**src/rtl/gpio_ioc_pkg.sv**
```systemverilog
package gpio_ioc_pkg;
  localparam int unsigned REG_ADDR_W = 4;
  localparam int unsigned CFG_W      = 3;
  localparam int unsigned CFG_CLRSEL = 0;  // acknowledge register select
  localparam int unsigned CFG_ACTHI  = 1;  // active-high interrupt level
  localparam int unsigned CFG_ODRAIN = 2;  // open-drain interrupt drive

  typedef enum logic [REG_ADDR_W-1:0] {
    IDX_DIR  = 4'h0,
    IDX_POL  = 4'h1,
    IDX_IEN  = 4'h2,
    IDX_REF  = 4'h3,
    IDX_MODE = 4'h4,
    IDX_CFG  = 4'h5,
    IDX_PULL = 4'h6,
    IDX_FLAG = 4'h7,
    IDX_CAP  = 4'h8,
    IDX_PORT = 4'h9,
    IDX_LAT  = 4'hA
  } regIdx_e;

  typedef struct packed {
    logic wrDir;
    logic wrPol;
    logic wrIen;
    logic wrRef;
    logic wrMode;
    logic wrCfg;
    logic wrPull;
    logic wrLat;
    logic clrPend;
  } strobe_t;
endpackage

```
**src/rtl/gpio_ioc_ctrl.sv**
```systemverilog
module gpio_ioc_ctrl
  import gpio_ioc_pkg::*;
(
  input  logic                  wrEn,
  input  logic                  rdEn,
  input  logic [REG_ADDR_W-1:0] addr,
  input  logic [CFG_W-1:0]      cfgBits,
  input  logic                  pending,
  output strobe_t               strb,
  output logic                  irqOut,
  output logic                  irqOe
);
  logic [REG_ADDR_W-1:0] ackIdx;

  assign ackIdx = cfgBits[CFG_CLRSEL] ? IDX_CAP : IDX_PORT;

  always_comb begin
    strb = '0;
    if (wrEn) begin
      case (addr)
        IDX_DIR:           strb.wrDir  = 1'b1;
        IDX_POL:           strb.wrPol  = 1'b1;
        IDX_IEN:           strb.wrIen  = 1'b1;
        IDX_REF:           strb.wrRef  = 1'b1;
        IDX_MODE:          strb.wrMode = 1'b1;
        IDX_CFG:           strb.wrCfg  = 1'b1;
        IDX_PULL:          strb.wrPull = 1'b1;
        IDX_PORT, IDX_LAT: strb.wrLat  = 1'b1;
        default:           ;
      endcase
    end
    strb.clrPend = rdEn && (addr == ackIdx);
  end

  always_comb begin
    if (cfgBits[CFG_ODRAIN]) begin
      irqOut = 1'b0;
      irqOe  = pending;
    end else begin
      irqOut = cfgBits[CFG_ACTHI] ? pending : !pending;
      irqOe  = 1'b1;
    end
  end
endmodule

```
**src/rtl/gpio_ioc_datapath.sv**
```systemverilog
module gpio_ioc_datapath
  import gpio_ioc_pkg::*;
#(
  parameter int unsigned WIDTH       = 8,
  parameter int unsigned SYNC_STAGES = 2
) (
  input  logic                  clk,
  input  logic                  rstN,
  input  strobe_t               strb,
  input  logic [WIDTH-1:0]      wrData,
  input  logic [REG_ADDR_W-1:0] rdAddr,
  input  logic [WIDTH-1:0]      pinIn,
  output logic [WIDTH-1:0]      rdData,
  output logic [WIDTH-1:0]      pinOut,
  output logic [WIDTH-1:0]      pinOe,
  output logic [WIDTH-1:0]      pullEn,
  output logic [CFG_W-1:0]      cfgBits,
  output logic                  pending,
  output logic [WIDTH-1:0]      capOut
);
  localparam int unsigned CFG_PAD = WIDTH - CFG_W;

  logic [SYNC_STAGES-1:0][WIDTH-1:0] syncQ;
  logic [WIDTH-1:0] dirR, polR, ienR, refR, modeR, pullR, latR;
  logic [WIDTH-1:0] flagR, capR, prevR;
  logic [CFG_W-1:0] cfgR;
  logic [WIDTH-1:0] effLvl, evt, trig;
  logic             anyTrig;

  always_ff @(posedge clk or negedge rstN) begin
    if (!rstN) syncQ <= '0;
    else       syncQ <= {syncQ[SYNC_STAGES-2:0], pinIn};
  end

  assign effLvl = syncQ[SYNC_STAGES-1] ^ polR;

  for (genvar i = 0; i < WIDTH; i++) begin : g_pin
    assign evt[i] = modeR[i] ? (effLvl[i] ^ refR[i]) : (effLvl[i] ^ prevR[i]);
  end

  assign trig    = evt & ienR;
  assign anyTrig = |trig;
  assign pending = |flagR;

  always_ff @(posedge clk or negedge rstN) begin
    if (!rstN) begin
      dirR  <= '1;
      polR  <= '0;
      ienR  <= '0;
      refR  <= '0;
      modeR <= '0;
      pullR <= '0;
      latR  <= '0;
      cfgR  <= '0;
      flagR <= '0;
      capR  <= '0;
      prevR <= '0;
    end else begin
      if (strb.wrDir)  dirR  <= wrData;
      if (strb.wrPol)  polR  <= wrData;
      if (strb.wrIen)  ienR  <= wrData;
      if (strb.wrRef)  refR  <= wrData;
      if (strb.wrMode) modeR <= wrData;
      if (strb.wrPull) pullR <= wrData;
      if (strb.wrLat)  latR  <= wrData;
      if (strb.wrCfg)  cfgR  <= wrData[CFG_W-1:0];
      prevR <= effLvl;
      if (anyTrig && (!pending || strb.clrPend)) begin
        flagR <= trig;
        capR  <= effLvl;
      end else if (strb.clrPend) begin
        flagR <= '0;
      end
    end
  end

  always_comb begin
    case (rdAddr)
      IDX_DIR:  rdData = dirR;
      IDX_POL:  rdData = polR;
      IDX_IEN:  rdData = ienR;
      IDX_REF:  rdData = refR;
      IDX_MODE: rdData = modeR;
      IDX_CFG:  rdData = {{CFG_PAD{1'b0}}, cfgR};
      IDX_PULL: rdData = pullR;
      IDX_FLAG: rdData = flagR;
      IDX_CAP:  rdData = capR;
      IDX_PORT: rdData = effLvl;
      IDX_LAT:  rdData = latR;
      default:  rdData = '0;
    endcase
  end

  assign pinOut  = latR;
  assign pinOe   = ~dirR;
  assign pullEn  = pullR;
  assign cfgBits = cfgR;
  assign capOut  = capR;
endmodule

```
**src/rtl/gpio_ioc_port.sv**
```systemverilog
module gpio_ioc_port
  import gpio_ioc_pkg::*;
#(
  parameter int unsigned WIDTH       = 8,
  parameter int unsigned SYNC_STAGES = 2
) (
  input  logic                  clk,
  input  logic                  rstN,
  input  logic                  wrEn,
  input  logic                  rdEn,
  input  logic [REG_ADDR_W-1:0] addr,
  input  logic [WIDTH-1:0]      wrData,
  output logic [WIDTH-1:0]      rdData,
  input  logic [WIDTH-1:0]      pinIn,
  output logic [WIDTH-1:0]      pinOut,
  output logic [WIDTH-1:0]      pinOe,
  output logic [WIDTH-1:0]      pullEn,
  output logic                  irqOut,
  output logic                  irqOe
);
  strobe_t          strb;
  logic [CFG_W-1:0] cfgBits;
  logic             pending;
  logic [WIDTH-1:0] capOut;

  gpio_ioc_ctrl u_ctrl (
    .wrEn    (wrEn),
    .rdEn    (rdEn),
    .addr    (addr),
    .cfgBits (cfgBits),
    .pending (pending),
    .strb    (strb),
    .irqOut  (irqOut),
    .irqOe   (irqOe)
  );

  gpio_ioc_datapath #(
    .WIDTH       (WIDTH),
    .SYNC_STAGES (SYNC_STAGES)
  ) u_dp (
    .clk     (clk),
    .rstN    (rstN),
    .strb    (strb),
    .wrData  (wrData),
    .rdAddr  (addr),
    .pinIn   (pinIn),
    .rdData  (rdData),
    .pinOut  (pinOut),
    .pinOe   (pinOe),
    .pullEn  (pullEn),
    .cfgBits (cfgBits),
    .pending (pending),
    .capOut  (capOut)
  );
endmodule

```
**config.mk**
```make
export PLATFORM = sky130hd
export DESIGN_NAME = gpio_ioc_port
export DESIGN_NICKNAME = d
export VERILOG_FILES = /design/src/rtl/gpio_ioc_pkg.sv /design/src/rtl/gpio_ioc_ctrl.sv /design/src/rtl/gpio_ioc_datapath.sv /design/src/rtl/gpio_ioc_port.sv
export SDC_FILE = /design/constraint.sdc
export NUM_CORES = 1
export LEC_CHECK = 0
export BUFFER_PORTS_ARGS = -buffer_cell sky130_fd_sc_hd__buf_2
export CAP_MARGIN = 20
export CORE_ASPECT_RATIO = 0.6
export CORE_UTILIZATION = 52
export DETAILED_ROUTE_END_ITERATION = 8
export PLACE_DENSITY = 0.76
export RECOVER_POWER = 25
export SLEW_MARGIN = 20
export SYNTH_ARGS = -nofsm -noshare
export SYNTH_HDL_FRONTEND = slang
export SYNTH_HIERARCHICAL = 1
export SYNTH_SLANG_ARGS = --single-unit
```
**constraint.sdc**
```tcl
create_clock -name clk -period 1.9 [get_ports clk]
set_clock_uncertainty 0.05 [all_clocks]
set_input_delay 0.19 -clock clk [delete_from_list [all_inputs] [get_ports clk]]
set_output_delay 0.19 -clock clk [all_outputs]
set_load 0.05 [all_outputs]
```
==> results.md <==
Hold path:
- The origin of the worst min-delay path is wrData[6].
- The path with the worst hold slack has its endpoint at u_dp/dirR[6].
- The worst hold path belongs to the class input port to flop.
- The number of cells traversed by the worst hold path is 3.

Drt:
- The number of nets still failing antenna checks after routing is 0.
- The average routed wire per standard cell is 20.3 um.
- The detailed-route wire length is 12.8 mm.
- The first detailed-routing pass took 4 iterations.
- The post-route DRC violation count is 0.
- The first routing iteration left 329 violations.
- The overall via count from detail_route is 3,674.
- The routed via count divided by cell count is 5.80.

Global routing:
- Summed over all layers, the global routing overflow is 0.
- The initial antenna violation count came to 0.
- The via count of the first global-routing pass is 3,473.
- The maximum number of pins on one net before global-route repair is 39.
- The first global-routing pass estimated 19.4 mm of wire.
- The overall track demand over capacity in global routing is 28.2%.

Worst setup path:
- For the worst flop-to-flop path, the logic depth is 6.
- In this run the critical register-to-register path is launched from u_dp/polR[3].
- STA classifies the critical path startpoint as a flop.
- The startpoint of the most critical setup path is u_dp/syncQ[13].
- The class of the most critical setup path is flop to output port.
- Setup slack on the worst reg-to-reg path comes out at -0.10 ns.
- At the worst endpoint, the required time is 1.66 ns.
- The worst register-to-register path ends at u_dp/capOut[2].
- The maximum fanout along the worst path is 2.
- Data on the critical path arrives at its endpoint at 1.83 ns.
- The critical path endpoint category is an output port.

Finish:
- The repair_antennas step left the layout with diodes totalling 0.
- The library cell used most frequently in the layout, excluding fill and tap cells, is sky130_fd_sc_hd__dfrtp_1.
- For this run, the share of the core covered by cells in the final layout is 73.8%.
- The signed area change from the synthesized netlist to the final layout is 35.8%.
- The proportion of layout cells with a drive suffix above 1 is 53.2%.
- The filler cells instantiated in the layout total 571.
- The register with the most flip-flops in the layout has 16 of them.
- The register ranked first by flip-flop count is u_dp/syncQ.
- The count of nets after finishing is 540.
- In the layout the commonest cells are 89 x sky130_fd_sc_hd__dfrtp_1, 72 x sky130_fd_sc_hd__buf_4, 58 x sky130_fd_sc_hd__mux2_2, 46 x sky130_fd_sc_hd__buf_2, 23 x sky130_fd_sc_hd__nand2_1.

Timing:
- The total count of hold-check failures in the final report was 0.
- The accumulated negative setup slack is -1.47 ns.
- The worst hold slack across all endpoints is 0.0671 ns.
- Based on the critical path, the design can be clocked at up to 483 MHz.
- Once routing completed, OpenROAD measured the worst setup slack at -0.171 ns.
- Headroom to the max-slew limit came out at 29.2%.
- The worst path uses 109% of the clock period.
- The final number of setup-violating endpoints is 17.
- The clock period minus worst slack is 2.07 ns.
- Setup repair after global routing could not meet its margin everywhere.
- The final count of pins violating max slew was 0.
- For the pin with the worst max-slew slack, the measured transition is 1.06 ns.

Synthesis:
- Counting every net in the synthesized netlist gives 404.
- The count of yosys warnings during synthesis is 6.
- The number of instances in the synthesized netlist is 380.
- The share of synthesized registers carrying an async set or reset is 100%.
- Ranked by total cell area, the synthesized netlist is headed by sky130_fd_sc_hd__dfrtp_1 49%, sky130_fd_sc_hd__mux2_2 16%, sky130_fd_sc_hd__dfstp_2 4.5%.
- The synthesized design devotes to its leading area cell type 48.6% of total area.
- The number of enable flip-flop cells after synthesis is 0.
- The post-synthesis area per instance is 12.3 sq um.
- The most used flip-flop cell after synthesis is sky130_fd_sc_hd__dfrtp_1.
- The number of unique standard cell types used by synthesis is 43.
- In this run the cell area of the synthesized design comes to 0.00469 sq mm.
- The synthesized design spends more area on one cell type than any other, namely sky130_fd_sc_hd__dfrtp_1.
- In this run, synthesis produced a sequential element count of 99.
- For this run, the register share of the synthesized area comes to 53.1%.

Placed design:
- The port buffer count is 57.
- Routability-driven placement finished with a final weighted congestion of 0.915.
- The detailed placer's ending HPWL is 8.88 mm.

Clock tree:
- In this run the clock root is driven by a sky130_fd_sc_hd__clkbuf_16.
- The clock net sink count is 99.
- The number of clock buffers added by TritonCTS is 9.
- The level count of the clock H-tree is 3.
- The clock passes through at most 2 buffers.
- The clock edge transition at the registers on the reported setup and hold paths is 0.06 ns.
- The clock latency at the later pin of the worst-skew pair is 0.35 ns.
- The clock tree from TritonCTS is built.

Flow run:
- The max-capacitance violation count is 0.

Power:
- The worst IR drop on VDD is 0.816 mV.
- The leakage power is 2.87 nW.
- The power density over the cells is 1270 mW/mm^2.

Floorplan:
- The starting density of the core is 54.4%.
- Pin placement for this block handled 58 I/O pins.
- The die is 125 um wide.
- The floorplan has 26 rows.
- The area of the die is 0.00941 sq mm.
- In this run the vertical extent of the chip is 75.5 um.
- The core outline area is 0.00862 sq mm.

Status:
- The checks that failed: negative setup slack.
- The flow ran to the end, but the final reports show violations.
-- layout make-up --
cell class / count / area (sq um) / share of cell area, %
well taps: 112 / 140 / 2.20
multi-input cells: 242 / 2270 / 35.6
clock buffers: 12 / 246 / 3.87
clock inverters: 4 / 32.5 / 0.511
inverters: 17 / 63.8 / 1.00
flip-flops and latches: 99 / 2490 / 39.1
repair buffers: 147 / 1120 / 17.7
-- critical path, cell delays in order, from the launching register on --
cell and delay [ns]:
sky130_fd_sc_hd__dfrtp_1 0.39, sky130_fd_sc_hd__xor2_2 0.19, sky130_fd_sc_hd__buf_4 0.14, sky130_fd_sc_hd__a31oi_1 0.16, sky130_fd_sc_hd__o32ai_1 0.09, sky130_fd_sc_hd__a21oi_1 0.24, sky130_fd_sc_hd__o21ai_2 0.10, sky130_fd_sc_hd__buf_6 0.16
-- how the worst max path moves through the flow --
| stage | endpoint | slack, ns | cells after the start |
|---|---|---|---|
| floorplan | rdData[1] | -0.28 | 5 |
| global placement | u_dp/capOut[6] | -0.02 | 6 |
| detailed placement | u_dp/capOut[5] | -0.06 | 6 |
| CTS | rdData[5] | -0.16 | 7 |
| global route | rdData[5] | -0.25 | 7 |
| finish | rdData[5] | -0.17 | 7 |
-- cell usage after synthesis (3+ instances only) --
| cell | count |
|---|---|
| sky130_fd_sc_hd__a21oi_1 | 7 |
| sky130_fd_sc_hd__a22oi_1 | 11 |
| sky130_fd_sc_hd__a22oi_2 | 4 |
| sky130_fd_sc_hd__a31oi_1 | 3 |
| sky130_fd_sc_hd__a32o_1 | 7 |
| sky130_fd_sc_hd__buf_2 | 4 |
| sky130_fd_sc_hd__clkbuf_1 | 16 |
| sky130_fd_sc_hd__dfrtp_1 | 91 |
| sky130_fd_sc_hd__dfstp_2 | 8 |
| sky130_fd_sc_hd__inv_1 | 17 |
| sky130_fd_sc_hd__mux2_2 | 67 |
| sky130_fd_sc_hd__mux2i_1 | 13 |
| sky130_fd_sc_hd__mux4_2 | 4 |
| sky130_fd_sc_hd__nand2_1 | 24 |
| sky130_fd_sc_hd__nand2b_1 | 3 |
| sky130_fd_sc_hd__nand3_1 | 5 |
| sky130_fd_sc_hd__nor2_1 | 18 |
| sky130_fd_sc_hd__nor2b_1 | 7 |
| sky130_fd_sc_hd__o21ai_0 | 18 |
| sky130_fd_sc_hd__o22ai_1 | 10 |
| sky130_fd_sc_hd__xnor2_1 | 9 |
| sky130_fd_sc_hd__xor2_1 | 4 |
| sky130_fd_sc_hd__xor2_2 | 6 |
-- power by group --
part           total (mW)  switching [mW]  leakage [nW]  internal [mW]
sequential           3.14           0.478          1.18           2.67
combinational        3.21            1.68          1.56           1.53
clock                1.72           0.788         0.130          0.934
-- timing repair --
action / in CTS / in global routing
pin swaps: 17 / 12
setup buffers: 12 / 8
setup endpoints to repair: 18 / 18
hold buffers: 9 / 0
gates resized for setup: 44 / 25
endpoints found under the hold margin: 40 / 0
-- logic make-up (layout without fill, tap and decap cells) --
logic type,after synthesis,in the layout,share of synthesized area (%)
DFF,99,99,53.1
muxes,84,84,20.8
AOI/OAI and AO/OA,70,70,11.0
and+or+nand+nor,69,69,7.40
buffers and inverters,39,180,3.23
xor gates and xnor gates,19,19,4.51
-- metal layers --
layer | GRT usage (%) | vias to the layer above | wire length (um)
met5 | 0 | - | 0
met4 | 9.37 | 0 | 266
met3 | 8.36 | 21 | 1030
met2 | 42.7 | 139 | 5540
met1 | 39.6 | 1875 | 5990
li1 | - | 1639 | -
-- through the flow --
stage / cells / setup slack [ns] / instance area, sq um / power, mW
6_report: 633 / -0.171 / 6360 / 8.07
5_1_grt: 633 / -0.254 / 6360 / 8.40
4_1_cts: 626 / -0.158 / 6210 / 7.75
3_5_place_dp: 589 / -0.0587 / 5570 / 5.69
3_3_place_gp: 589 / -0.0163 / 5570 / 5.59
2_1_floorplan: 380 / -0.278 / 4700 / 4.78
Note: power is estimated with default switching activity, not from simulation.
